### src/rtl/dt_throttle_pkg.sv
package dt_throttle_pkg;

  typedef enum logic [1:0] {
    CAUSE_NONE = 2'd0,
    CAUSE_ROB  = 2'd1,
    CAUSE_REN  = 2'd2,
    CAUSE_SCH  = 2'd3
  } stall_cause_e;

  // A zero count still occupies one slot.
  function automatic int unsigned eff_uops(input int unsigned raw);
    return (raw == 0) ? 1 : raw;
  endfunction

  // Fit rule: room left, or the cycle's budget untouched.
  function automatic bit slot_fit(input int unsigned need,
                                  input int unsigned left,
                                  input int unsigned full);
    return (need <= left) || (left == full);
  endfunction

  // Budget granted at a cycle boundary given the owed carry.
  function automatic int unsigned edge_budget(input int unsigned owed,
                                              input int unsigned full);
    return (owed >= full) ? 0 : full - owed;
  endfunction

  // Carry remaining after a cycle boundary.
  function automatic int unsigned edge_carry(input int unsigned owed,
                                             input int unsigned full);
    return (owed >= full) ? owed - full : 0;
  endfunction

endpackage

### src/rtl/dt_lane_chain.sv
module dt_lane_chain
  import dt_throttle_pkg::*;
#(
  parameter int unsigned WIDTH = 4,
  parameter int unsigned LANES = 2,
  parameter int unsigned UOP_W = 4,
  localparam int unsigned AVW  = $clog2(WIDTH + 1)
) (
  input  logic [AVW-1:0]         avail_q,
  input  logic [UOP_W-1:0]       carry_q,
  input  logic [LANES-1:0]       ins_valid,
  input  logic [LANES*UOP_W-1:0] ins_uops,
  input  logic [LANES-1:0]       rob_room,
  input  logic [LANES-1:0]       ren_room,
  input  logic [LANES-1:0]       sch_room,
  output logic [LANES-1:0]       grant,
  output logic                   stall,
  output stall_cause_e           cause,
  output logic [UOP_W-1:0]       carry_after
);

  int unsigned  left_run;
  int unsigned  owed_run;
  int unsigned  need;
  logic         chain_open;

  always_comb begin
    left_run   = 32'(avail_q);
    owed_run   = 32'(carry_q);
    chain_open = 1'b1;
    stall      = 1'b0;
    cause      = CAUSE_NONE;
    grant      = '0;
    need       = 0;
    for (int i = 0; i < int'(LANES); i++) begin
      if (chain_open && ins_valid[i]) begin
        need = eff_uops(32'(ins_uops[i*UOP_W +: UOP_W]));
        if (slot_fit(need, left_run, WIDTH)) begin
          if (rob_room[i] && ren_room[i] && sch_room[i]) begin
            grant[i] = 1'b1;
            if (need <= left_run) begin
              left_run = left_run - need;
            end else begin
              owed_run = owed_run + (need - left_run);
              left_run = 0;
            end
          end else begin
            stall      = 1'b1;
            chain_open = 1'b0;
            if (!rob_room[i])      cause = CAUSE_ROB;
            else if (!ren_room[i]) cause = CAUSE_REN;
            else                   cause = CAUSE_SCH;
          end
        end else begin
          chain_open = 1'b0;
        end
      end else begin
        chain_open = 1'b0;
      end
    end
    carry_after = UOP_W'(owed_run);
  end

endmodule

### src/rtl/dt_budget.sv
module dt_budget
  import dt_throttle_pkg::*;
#(
  parameter int unsigned WIDTH = 4,
  parameter int unsigned UOP_W = 4,
  localparam int unsigned AVW  = $clog2(WIDTH + 1)
) (
  input  logic             clk,
  input  logic             rst_n,
  input  logic [UOP_W-1:0] carry_after,
  output logic [AVW-1:0]   avail_q,
  output logic [UOP_W-1:0] carry_q
);

  logic [AVW-1:0]   avail_d;
  logic [UOP_W-1:0] carry_d;

  always_comb begin
    avail_d = AVW'(edge_budget(32'(carry_after), WIDTH));
    carry_d = UOP_W'(edge_carry(32'(carry_after), WIDTH));
  end

  always_ff @(posedge clk) begin
    if (!rst_n) begin
      avail_q <= AVW'(WIDTH);
      carry_q <= '0;
    end else begin
      avail_q <= avail_d;
      carry_q <= carry_d;
    end
  end

endmodule

### src/rtl/dt_sat_cnt.sv
module dt_sat_cnt #(
  parameter int unsigned W = 32
) (
  input  logic         clk,
  input  logic         rst_n,
  input  logic         inc,
  output logic [W-1:0] count
);

  always_ff @(posedge clk) begin
    if (!rst_n) begin
      count <= '0;
    end else if (inc && (count != '1)) begin
      count <= count + 1'b1;
    end
  end

endmodule

### src/rtl/dt_throttle.sv
module dt_throttle
  import dt_throttle_pkg::*;
#(
  parameter int unsigned WIDTH = 4,
  parameter int unsigned LANES = 2,
  parameter int unsigned UOP_W = 4,
  parameter int unsigned CNT_W = 32,
  localparam int unsigned AVW  = $clog2(WIDTH + 1)
) (
  input  logic                   clk,
  input  logic                   rst_n,
  input  logic [LANES-1:0]       ins_valid,
  input  logic [LANES*UOP_W-1:0] ins_uops,
  input  logic [LANES-1:0]       rob_room,
  input  logic [LANES-1:0]       ren_room,
  input  logic [LANES-1:0]       sch_room,
  output logic [LANES-1:0]       grant,
  output logic                   stall,
  output logic [1:0]             stall_cause,
  output logic [AVW-1:0]         slots_left,
  output logic [UOP_W-1:0]       carry_left,
  output logic [CNT_W-1:0]       cnt_rob,
  output logic [CNT_W-1:0]       cnt_ren,
  output logic [CNT_W-1:0]       cnt_sch
);

  localparam int unsigned NCAUSE = 3;

  logic [AVW-1:0]   avail_q;
  logic [UOP_W-1:0] carry_q;
  logic [UOP_W-1:0] carry_after;
  stall_cause_e     cause;
  logic [CNT_W-1:0] cnt_all [NCAUSE];

  dt_lane_chain #(.WIDTH(WIDTH), .LANES(LANES), .UOP_W(UOP_W)) u_chain (
    .avail_q     (avail_q),
    .carry_q     (carry_q),
    .ins_valid   (ins_valid),
    .ins_uops    (ins_uops),
    .rob_room    (rob_room),
    .ren_room    (ren_room),
    .sch_room    (sch_room),
    .grant       (grant),
    .stall       (stall),
    .cause       (cause),
    .carry_after (carry_after)
  );

  dt_budget #(.WIDTH(WIDTH), .UOP_W(UOP_W)) u_budget (
    .clk         (clk),
    .rst_n       (rst_n),
    .carry_after (carry_after),
    .avail_q     (avail_q),
    .carry_q     (carry_q)
  );

  for (genvar k = 0; k < int'(NCAUSE); k++) begin : g_cnt
    dt_sat_cnt #(.W(CNT_W)) u_cnt (
      .clk   (clk),
      .rst_n (rst_n),
      .inc   (stall && (cause == stall_cause_e'(k + 1))),
      .count (cnt_all[k])
    );
  end

  assign stall_cause = cause;
  assign slots_left  = avail_q;
  assign carry_left  = carry_q;
  assign cnt_rob     = cnt_all[0];
  assign cnt_ren     = cnt_all[1];
  assign cnt_sch     = cnt_all[2];

endmodule

### config.mk
export PLATFORM = sky130hd
export DESIGN_NAME = dt_throttle
export DESIGN_NICKNAME = d
export VERILOG_FILES = /design/src/rtl/dt_throttle_pkg.sv /design/src/rtl/dt_lane_chain.sv /design/src/rtl/dt_budget.sv /design/src/rtl/dt_sat_cnt.sv /design/src/rtl/dt_throttle.sv
export SDC_FILE = /design/constraint.sdc
export NUM_CORES = 1
export LEC_CHECK = 0
export CAP_MARGIN = 5
export CORE_MARGIN = 4
export CORE_UTILIZATION = 56
export CTS_CLUSTER_SIZE = 25
export DETAILED_ROUTE_END_ITERATION = 16
export HOLD_SLACK_MARGIN = 0.15
export PLACE_DENSITY = 0.95
export SKIP_LAST_GASP = 1
export SLEW_MARGIN = 40
export SYNTH_ARGS = -nofsm -noshare
export SYNTH_HDL_FRONTEND = slang
export SYNTH_SLANG_ARGS = --single-unit
### constraint.sdc
create_clock -name clk -period 23.3 [get_ports clk]
set_input_delay 6.99 -clock clk [delete_from_list [all_inputs] [get_ports clk]]
set_output_delay 6.99 -clock clk [all_outputs]
set_load 0.02 [all_outputs]
# [Word-level counts from Yosys, hierarchy flattened]
# Index checks and enable logic that the tools add are counted.
[word_totals] regBits=103 inputBits=18 out_inout_bits=108
[classes] add_sub_neg=10 magnitude_cmp=3 n_eq_ne=8 mux=37 bitwise=1 reduce_logical=17
[ops] cell="$mux 32" n=4
[ops] cell="$add 32x1->32 const B" n=3
[ops] cell="$ne 32x32->1 const B" n=3
[ops] cell="$mux 4" n=10
[ops] cell="$eq 32x3->1 const B" n=1
[ops] cell="$le 32x3->1" n=1
[ops] cell="$le 4x32->1" n=1
[ops] cell="$sub 3x32->32" n=1
[ops] cell="$mux 2" n=8
[ops] cell="$mux 1" n=14
[ops] cell="$logic_and 1x1->1" n=11
[ops] cell="$add 4x4->4" n=2
[ops] cell="$logic_not 4->1" n=2
[ops] cell="$eq 2x2->1 const B" n=2
[ops] cell="$ge 4x3->1 const B" n=1
[ops] cell="$sub 4x3->4" n=1
[ops] cell="$sub 4x3->4 const B" n=1
[ops] cell="$sub 4x4->4" n=1
[ops] cell="$eq 3x3->1 const B" n=1
[ops] cell="$mux 3" n=1
[ops] cell="$sub 3x3->3 const A" n=1
[ops] cell="$eq 2x1->1 const B" n=1
[ops] cell="$logic_or 1x1->1" n=2
[ops] cell="$reduce_and 2->1" n=1
[ops] cell="2 further kinds" n=2

# [Depth between registers and ports, before layout]
# Gate-level depths: netlist of the first run.
[logic_depth] ltp_word=15 mapped_depth=22

# [Hierarchy]
# A second synthesis of the first run with hierarchy kept.
[unflattened] cells_unflattened=764 area_unflattened_um2=6418.7
[modules_own_cells] mod="dt_sat_cnt" n_inst=3 cells_each=200 area_per_inst_um2=1704.1 seq_area_each_um2=640.6
[modules_own_cells] mod="dt_lane_chain" n_inst=1 cells_each=138 area_per_inst_um2=1049.8 seq_area_each_um2=0.0
[modules_own_cells] mod="dt_budget" n_inst=1 cells_each=23 area_per_inst_um2=231.5 seq_area_each_um2=140.1
[modules_own_cells] mod="dt_throttle" n_inst=1 cells_each=3 area_per_inst_um2=25.0 seq_area_each_um2=0.0

# [Worst setup path before layout of the first run]
# OpenSTA, ideal clock, no wires.
[synth_timing] kind="input-to-output" startpoint="in ins_uops[2]" endpoint="out stall_cause[1]" t_arrival_ps=10158 t_required_ps=16310 path_slack_ps=6152 path_stages=17 n_path_buf=0 path_cell_list="inv_1 a31o_2 ha_1 inv_1 fa_1 a211oi_4 o2bb2ai_1 nor2b_1 nand3b_1 o21ai_0 ha_1 nand4_1 o21ai_0 a21oi_1 o221a_1 nor3_2 nor2_1"
[synth_lines] item="from (decl)" line="dt_throttle.sv:13" text="input logic [LANES*UOP_W-1:0] ins_uops,"
[synth_lines] item="$logic_not 4->1" line="dt_throttle_pkg.sv:12" text="return (raw == 0) ? 1 : raw;"
[synth_lines] item="$mux 4 *" line="dt_throttle_pkg.sv:12"
[synth_lines] item="$le 32x3->1 *" line="dt_throttle_pkg.sv:19" text="return (need <= left) || (left == full);"
[synth_lines] item="$logic_or 1x1->1 *" line="dt_throttle_pkg.sv:19"
[synth_lines] item="$mux 1 * (2 in series)"
[synth_lines] item="via grant[0]" line="dt_throttle.sv:17" text="output logic [LANES-1:0] grant,"
[synth_lines] item="$logic_and 1x1->1 *" line="dt_lane_chain.sv:36" text="if (chain_open && ins_valid[i]) begin"
[synth_lines] item="$mux 2 *" line="dt_lane_chain.sv:36"
[synth_lines] item="to (decl)" line="dt_throttle.sv:19" text="output logic [1:0] stall_cause,"
# The timed path passes the listed nets; every way through them passes the cells marked *.

# [Worst setup path after layout of the first run]
[layout_timing] startpoint="in ins_uops[1]" endpoint="out stall_cause[1]"
[layout_between] elab_chain_cells=11
[layout_lines] item="$logic_not 4->1" line="dt_throttle_pkg.sv:12"
[layout_lines] item="$mux 4 *" line="dt_throttle_pkg.sv:12"
[layout_lines] item="$sub 3x32->32 or $le 32x3->1 (tied branches)" line="dt_lane_chain.sv:42, dt_throttle_pkg.sv:19, dt_lane_chain.sv:41"
[layout_lines] item="$mux 32" line="dt_lane_chain.sv:41" text="if (need <= left_run) begin"
[layout_lines] item="$mux 32" line="dt_lane_chain.sv:39" text="if (rob_room[i] && ren_room[i] && sch_room[i]) begin"
[layout_lines] item="$mux 32" line="dt_lane_chain.sv:38" text="if (slot_fit(need, left_run, WIDTH)) begin"
[layout_lines] item="$mux 32" line="dt_lane_chain.sv:36"
[layout_lines] item="$le 4x32->1 or $eq 32x3->1 (tied branches)" line="dt_throttle_pkg.sv:19"
[layout_lines] item="$logic_or 1x1->1" line="dt_throttle_pkg.sv:19"
[layout_lines] item="$mux 2" line="dt_lane_chain.sv:38"
[layout_lines] item="$mux 2 *" line="dt_lane_chain.sv:36"
# Every way passes the cells marked *; elsewhere a longest branch is shown, timed or not.

==> qor.yml, run 1 <==
floorplan:
  fp.dieH_um: 112.4
  core_area_um2: 10460
  num_io_pins: 126
  fp-row-count: 37
  die_w_um: 112.4
  start_util_pct: 58.29
  die-area_um2: 12620
global_route:
  grt_max_degree: 56
  grtUsageTotal_pct: 25.05
  antenna_found_initial: 0
  grt_pass1_wl_um: 26680
  grt-ovfl-total: 0
  grt_pass1_vias: 5653
critical_path:
  critPathLaunchType: "input port"
  crit_arrival_ns: 11.44
  worstSetupStartpoint: "ins_uops[1]"
  timing.rr.end: "g_cnt[2].u_cnt.count[27]"
  crit_type: "in -> out"
  path_cells: "clkdlybuf4s50_1, inv_1, a31o_2, ha_1, inv_1, fa_1, a211oi_4, o2bb2ai_1, nor2b_1, nand3b_1, o21ai_0, ha_1, nand4_1, o21ai_0, a21oi_1, o221a_1, nor3_2, nor2_1, clkdlybuf4s50_1"
  crit_slowest_cell: "clkdlybuf4s50_1"
  cp-end-kind: "output pin"
  path_max_fanout: 5
  rr_worst_depth: 18
  crit_path_end: "stall_cause[1]"
  rrSetupSlack_ns: 17.98
  timing.rr.start: "u_budget.avail_q[0]"
  cp.required_ns: 16.31
  slowest_delay_ns: 0.62
finish:
  post-route-util_pct: 72.93
  fill_cells: 757
  syn_to_final_growth_pct: 25.11
  drive_gt1_share_pct: 4.626
  antenna_cells: 0
  nets: 885
  final_area_um2: 7630
detailed_routing:
  ant_nets: 0
  dr.pass1.iters: 5
  drc: 0
  drtIter0Drc: 452
  vias_per_cell: 6.023
  wl_per_cell_um: 16.31
  num_vias: 5897
  drt_wl_total_um: 15970
pwr:
  peakVddDrop_mv: 0.05048
  power_density_nw_per_um2: 54.33
  p_leak_nw: 2.593
  power.total_uw: 414.6
clocking:
  hold_buffers: 0
  cts_sinks: 103
  cts_tree: "yes"
  cts_root_buffer: "clkbuf_8"
  path_clk_slew_ns: 0.10
  cts_made_buffers: 9
  cts.htree.levels: 3
  cts_max_path_buffers: 2
  cts.repair.resized: 0
  clk-insertion-delay-late_ns: 0.38
  post_cts_buffers: 0
sta:
  period_share_pct: 79.10
  max_freq_mhz: 54.26
  fin_skew_ns: 0.01618
  setup_viol: 0
  setup_tns_ns: 0
  period_needed_ns: 18.43
  slew_headroom_pct: 53.40
  maxSlewViolCount: 0
  rsz0062_at_grt: "no"
  hold_viol: 0
  fin_ws_ns: 4.869
  tightest_slew_ns: 0.6969
worst_hold_path:
  hold_start: "g_cnt[0].u_cnt.count[14]"
  min_path_type: "reg -> reg"
synth:
  yosys-top-cells-count: "dfxtp_1 (103), nand2_1 (60), nor2_1 (51)"
  syn_nets: 785
  synthCells: 738
  synth_top_area_share_pct: 33.81
  synth.top_cells.by_area: "dfxtp_1 (34%), ha_1 (4.5%), a21oi_1 (3.9%)"
  ys.flop_type: "dfxtp_1"
  synth_edf_count: 0
  syn_area_um2: 6098
  syn_avg_cell_area_um2: 8.263
  async_flop_share_pct: 0
  synth_most_common_cell: "dfxtp_1"
  synth-warning-count: 0
  yosysTopAreaCell: "dfxtp_1"
  synth-seq-cells: 103
  synth-seq-area-share_pct: 33.81
  ys_types: 59
place:
  dp_hpwl_um: 11480
  place_congestion: 0.8962
  io_buffers: 125
  placed_area_um2: 7388
  place_ws_ns: 4.947
run:
  cap_violations: 0
status:
  status: "finished clean"
## how the worst min path moves through the flow
stage	end	slack, ns	depth (start not counted)
6_report	g_cnt[0].u_cnt.count[14]	0.50	2
4_1_cts	g_cnt[0].u_cnt.count[14]	0.50	2
5_1_grt	g_cnt[2].u_cnt.count[25]	0.53	2
3_5_place_dp	g_cnt[0].u_cnt.count[14]	0.49	2
3_3_place_gp	g_cnt[0].u_cnt.count[14]	0.47	2
2_1_floorplan	g_cnt[0].u_cnt.count[14]	0.55	2
## cell usage in the layout, fill, tap and decap left out, drive strengths merged, types with 25 or more instances in the layout
master	count
a21oi	47
nand2	60
clkdlybuf4s50	124
or3	32
nand3	43
inv	36
o21ai	37
nor2	51
dfxtp	103
nand4	25
## worst max-delay path: cells and delay by family
family          cells  cell delay, ns
compound gates      7            1.63
fa+ha+maj           3            0.94
buf+inv             4            1.33
simple gates        5            0.57
## layout make-up
| cell class | count | area (µm²) | area share [%] |
|---|---|---|---|
| Clock buffer | 9 | 123.9 | 1.623 |
| Clock inverter | 7 | 117.6 | 1.541 |
| Inverter | 34 | 127.6 | 1.673 |
| Multi-Input combinational cell | 562 | 3757 | 49.25 |
| Sequential cell | 103 | 2062 | 27.03 |
| Tap cell | 136 | 170.2 | 2.230 |
| Timing Repair Buffer | 128 | 1271 | 16.66 |
## sequential cells by signal (all words and copies together), names as in the netlist
name and cells:
g_cnt.u_cnt.count 96, u_budget.carry_q 4, u_budget.avail_q 3
## cell families after synthesis
family          count (synthesis)  share of synthesized area (%)
compound gates                136                          14.63
xor+xnor                       38                          5.458
fa+ha+maj                      29                          6.812
buf+inv                        73                          4.637
flops                         103                          33.81
mux                            25                          4.144
simple gates                  334                          30.51
## power breakdown
group	switching, mW	internal, mW	leakage (nW)	total [mW]
Clock	0.0636	0.0717	0.124	0.135
Sequential	0.00419	0.179	0.830	0.184
Combinational	0.0548	0.0409	1.64	0.0957
Total	0.123	0.292	2.59	0.415
## per-layer routing
layer,vias to the layer above,GRT usage [%],part of all wire [%]
li1,2874,-,-
met1,2763,32.19,43
met2,223,41.40,48
met3,37,5.175,6.4
met4,0,9.615,2.5
met5,-,0,0
## metrics by stage
stage | hold WS (ns) | std cells
4_1_cts | 0.5027 | 979
6_report | 0.5033 | 979
3_5_place_dp | 0.4862 | 963
3_3_place_gp | 0.4716 | 963
2_1_floorplan | 0.5485 | 738
5_1_grt | 0.5312 | 979
Note: power is estimated with default switching activity, not from simulation.
==> inputs of run 2 (changes only) <==
- CORE_UTILIZATION: 56 -> 47
- PLACE_DENSITY: 0.95 -> 0.88
- clock period: 23.3 -> 15.7 ns (I/O delays scaled with it)
==> run 2 against run 1 <==
Effect of this change: via count rose by 0.32%; critical endpoint is now stall_cause[0]; clock power rose by 56%; cell area rose by 1.1%; critical path type unchanged; combinational power rose by 46%; wire length fell by 2.3%.
==> qor.yml, run 2 (same netlist as run 1, synthesis figures left out) <==
global_route:
  grt-ovfl-total: 0
  grt_pass1_wl_um: 25870
  grt_pass1_vias: 5457
  antenna_found_initial: 0
  grt_max_degree: 64
  grtUsageTotal_pct: 20.96
finish:
  antenna_cells: 0
  post-route-util_pct: 60.88
  largest-register: "g_cnt.u_cnt.count"
  largest_reg_flops: 96
  nets: 886
  layout_commonest_cell: "clkdlybuf4s50_1"
  register_area_um2: 2062
  drive_gt1_share_pct: 4.621
  multi_input_area_um2: 3757
  syn_to_final_growth_pct: 26.49
  fin_cells: 1016
  mostFrequentLayoutCells: "clkdlybuf4s50_1 (124), dfxtp_1 (103), nand2_1 (60)"
  final_area_um2: 7714
  top_regs: "g_cnt.u_cnt.count: 96 flops, u_budget.carry_q: 4 flops, u_budget.avail_q: 3 flops"
  fill_cells: 1118
sta:
  rsz0062_at_grt: "no"
  slew_headroom_pct: 53.18
  period_share_pct: 88.02
  hold_viol: 0
  setup_viol: 0
  setup_tns_ns: 0
  max_freq_mhz: 72.37
  tightest_slew_ns: 0.7002
  fin_hold_ws_ns: 0.5020
  fin_ws_ns: 1.881
  fin_skew_ns: 0.01102
  maxSlewViolCount: 0
  period_needed_ns: 13.82
critical_path:
  critPathLaunchType: "input port"
  path_max_fanout: 5
  cp.required_ns: 10.99
  cp-end-kind: "output pin"
  crit_type: "in -> out"
  crit_arrival_ns: 9.11
clocking:
  cts_sinks: 103
  cts.repair.resized: 0
  post_cts_buffers: 0
  cts_made_buffers: 9
  cts_tree: "yes"
  cts_root_buffer: "clkbuf_16"
  cts.htree.levels: 3
  clk-insertion-delay-late_ns: 0.35
  path_clk_slew_ns: 0.07
  cts_max_path_buffers: 2
  hold_buffers: 0
detailed_routing:
  num_vias: 5916
  wl_per_cell_um: 15.36
  drtIter0Drc: 401
  ant_nets: 0
  drt_wl_total_um: 15600
  dr.pass1.iters: 5
  drc: 0
  vias_per_cell: 5.823
run:
  cap_violations: 0
pwr:
  power_frac_comb_pct: 22.5
  power.total_uw: 622.5
  peakVddDrop_mv: 0.05602
  p_sw_share_pct: 29.49
  p_clk_share_pct: 33.7
  seqPwrFrac_pct: 43.8
  p_leak_nw: 2.613
  power.net_switching_uw: 183.6
  power_density_nw_per_um2: 80.70
  intPower_uw: 438.9
place:
  dp_hpwl_um: 11220
  dp_cells: 1000
  place_ws_ns: 1.936
  place_congestion: 0.8869
  io_buffers: 125
  placed_area_um2: 7438
worst_hold_path:
  min_path_type: "reg -> reg"
floorplan:
  die-area_um2: 14860
  die_w_um: 121.9
  num_io_pins: 126
  fp-row-count: 41
  fp.dieH_um: 121.9
  core_area_um2: 12670
  start_util_pct: 48.13
status:
  status: "finished clean"
## run 2: final timing paths
check	slack, ns	endpoint	cells after the start	start
hold / removal	0.50	g_cnt[0].u_cnt.count[25]	2	g_cnt[0].u_cnt.count[25]
hold reg to reg	0.50	g_cnt[0].u_cnt.count[25]	2	g_cnt[0].u_cnt.count[25]
setup / recovery	1.88	stall_cause[0]	19	ins_uops[3]
setup reg to reg	10.34	g_cnt[2].u_cnt.count[27]	18	u_budget.avail_q[0]
## run 2: critical path: stages
cell,delay (ns)
clkdlybuf4s50_1,0.51
inv_1,0.12
a31o_2,0.18
ha_1,0.18
inv_1,0.06
fa_1,0.45
a211oi_4,0.37
o2bb2ai_1,0.19
nor2b_1,0.20
nand3b_1,0.08
o21ai_0,0.12
ha_1,0.32
nand4_1,0.08
o21ai_0,0.09
a21oi_1,0.31
o221a_1,0.35
o21ai_1,0.12
and2_1,0.14
clkdlybuf4s50_1,0.53
## run 2: layout make-up
cell class / instances / area share (%)
clock buffer: 11 / 3.147
clock inverter: 5 / 0.4217
inverter: 34 / 1.654
multi-input combinational: 562 / 48.71
sequential: 103 / 26.73
tap: 172 / 2.790
timing repair buffer: 129 / 16.54
## run 2: power by group through the flow
stage	Combinational [mW]	Clock [mW]	Sequential [mW]
floorplan	0.0963	0	0.283
global placement	0.135	0	0.278
detailed placement	0.140	0	0.278
CTS	0.141	0.213	0.272
global route	0.157	0.223	0.273
finish	0.140	0.210	0.272
## run 2: layer usage
metal | share of wire [%] | wire length (µm) | vias up | global-route usage, %
met5 | 0 | 0 | - | 0
met4 | 1.2 | 186 | 0 | 6.162
met1 | 46 | 7233 | 2811 | 28.10
met3 | 5.2 | 812 | 21 | 3.296
li1 | - | - | 2900 | -
met2 | 47 | 7370 | 184 | 34.98
==> inputs of run 3 (changes only) <==
- SLEW_MARGIN: 40 -> 5
==> run 3 against run 2 <==
Effect of this change: cell area increased by 0.15%; clock-buffer cell count unchanged; flip-flop and latch count unchanged; largest power group unchanged.
==> qor.yml, run 3 (same netlist as run 1, synthesis figures left out) <==
finish:
  mostFrequentLayoutCells: "clkdlybuf4s50_1 (124), dfxtp_1 (103), nand2_1 (60)"
  layout_commonest_cell: "clkdlybuf4s50_1"
  nets: 886
  post-route-util_pct: 60.97
  syn_to_final_growth_pct: 26.67
  antenna_cells: 0
  drive_gt1_share_pct: 4.384
  final_area_um2: 7725
  top_regs: "g_cnt.u_cnt.count: 96 flops, u_budget.carry_q: 4 flops, u_budget.avail_q: 3 flops"
  largest-register: "g_cnt.u_cnt.count"
  largest_reg_flops: 96
global_route:
  grt_pass1_wl_um: 25830
  grtUsageTotal_pct: 20.91
  antenna_found_initial: 0
  grt_max_degree: 64
  grt-ovfl-total: 0
  grt_pass1_vias: 5527
sta:
  period_share_pct: 87.99
  hold_viol: 0
  fin_hold_ws_ns: 0.5010
  period_needed_ns: 13.81
  setup_tns_ns: 0
  max_freq_mhz: 72.39
  fin_skew_ns: 0.01104
  slew_headroom_pct: 21.72
  tightest_slew_ns: 1.174
  setup_viol: 0
  rsz0062_at_grt: "no"
  maxSlewViolCount: 0
detailed_routing:
  met2_length_um: 7407
  dr.pass1.iters: 5
  dr_wl_met3_um: 777
  vias_per_cell: 5.745
  drt_wl_total_um: 15510
  ant_nets: 0
  drtIter0Drc: 320
  drc: 0
  highest_layer: "met4"
  met1Wirelength_um: 7123
  num_vias: 5837
  wl_per_cell_um: 15.26
floorplan:
  fp-row-count: 41
  die-area_um2: 14860
  die_w_um: 121.9
  fp.dieH_um: 121.9
  start_util_pct: 48.13
  num_io_pins: 126
  core_area_um2: 12670
critical_path:
  path_max_fanout: 5
  path_cells: "clkdlybuf4s50_1, inv_1, a31o_2, ha_1, inv_1, fa_1, a211oi_4, o2bb2ai_1, nor2b_1, nand3b_1, o21ai_0, ha_1, nand4_1, o21ai_0, a21oi_1, o221a_1, o21ai_1, and2_1, clkdlybuf4s50_1"
  cp-end-kind: "output pin"
  crit_slowest_cell: "clkdlybuf4s50_1"
  cp.required_ns: 10.99
  critPathLaunchType: "input port"
  crit_type: "in -> out"
  slowest_delay_ns: 0.53
  crit_arrival_ns: 9.10
pwr:
  peakVddDrop_mv: 0.05199
  power_density_nw_per_um2: 82.00
  power.total_uw: 633.4
  p_leak_nw: 2.616
clocking:
  cts.repair.resized: 0
  cts_made_buffers: 9
  cts.htree.levels: 3
  hold_buffers: 0
  cts_max_path_buffers: 2
  path_clk_slew_ns: 0.07
  cts_sinks: 103
  post_cts_buffers: 0
  clk-insertion-delay-late_ns: 0.35
  cts_root_buffer: "clkbuf_16"
  cts_tree: "yes"
place:
  placed_area_um2: 7435
  io_buffers: 125
  dp_hpwl_um: 11190
  place_congestion: 0.8869
worst_hold_path:
  min_path_type: "reg -> reg"
status:
  status: "finished clean"
run:
  cap_violations: 0
[run 3: cell count changes in the layout (fill, tap and decap cells not counted)]
cell	before	now
clkinv_2	3	2
a21oi_2	1	0
bufinv_16	0	1
clkbuf_1	1	2
a21oi_1	46	47
clkbuf_8	1	0
[run 3: per-layer routing]
metal / GRT usage [%] / up-vias
met5: 0 / -
met4: 6.232 / 0
met3: 3.621 / 19
met2: 35.26 / 157
met1: 27.48 / 2777
li1: - / 2884
[run 3: area by class of cell]
class,count,area [µm²]
clock inverters,5,57.56
flip-flops and latches,103,2062
inverters,34,127.6
fillers,1121,4946
repair buffers,129,1276
multi-input cells,562,3754
clock buffers,11,232.7
well taps,172,215.2
[run 3: worst max-delay path: cells and delay by family]
| kind | cells | cell delay, ns |
|---|---|---|
| buf+inv | 4 | 1.22 |
| compound gates | 8 | 1.73 |
| simple gates | 4 | 0.50 |
| fa+ha+maj | 3 | 0.95 |
[run 3: final timing paths]
path                                  from                        to  slack, ns  cells after the start
setup / recovery               ins_uops[3]            stall_cause[0]       1.89                     19
hold / removal    g_cnt[0].u_cnt.count[22]  g_cnt[0].u_cnt.count[22]       0.50                      2
hold reg to reg   g_cnt[0].u_cnt.count[22]  g_cnt[0].u_cnt.count[22]       0.50                      2
setup reg to reg       u_budget.avail_q[0]  g_cnt[2].u_cnt.count[27]      10.35                     18
[run 3: through the flow]
stage | worst slack, ns | std cells
after floorplan | 3.112 | 738
after global placement | 2.084 | 1000
after detailed placement | 1.932 | 1000
after CTS | 1.924 | 1016
after global routing | 1.664 | 1016
final | 1.886 | 1016
[run 3: report_power, final]
| part | internal (mW) | leakage (nW) | switching, mW |
|---|---|---|---|
| combinational | 0.0606 | 1.64 | 0.0791 |
| sequential | 0.266 | 0.830 | 0.00603 |
| clock | 0.124 | 0.144 | 0.0973 |
| total | 0.451 | 2.62 | 0.182 |
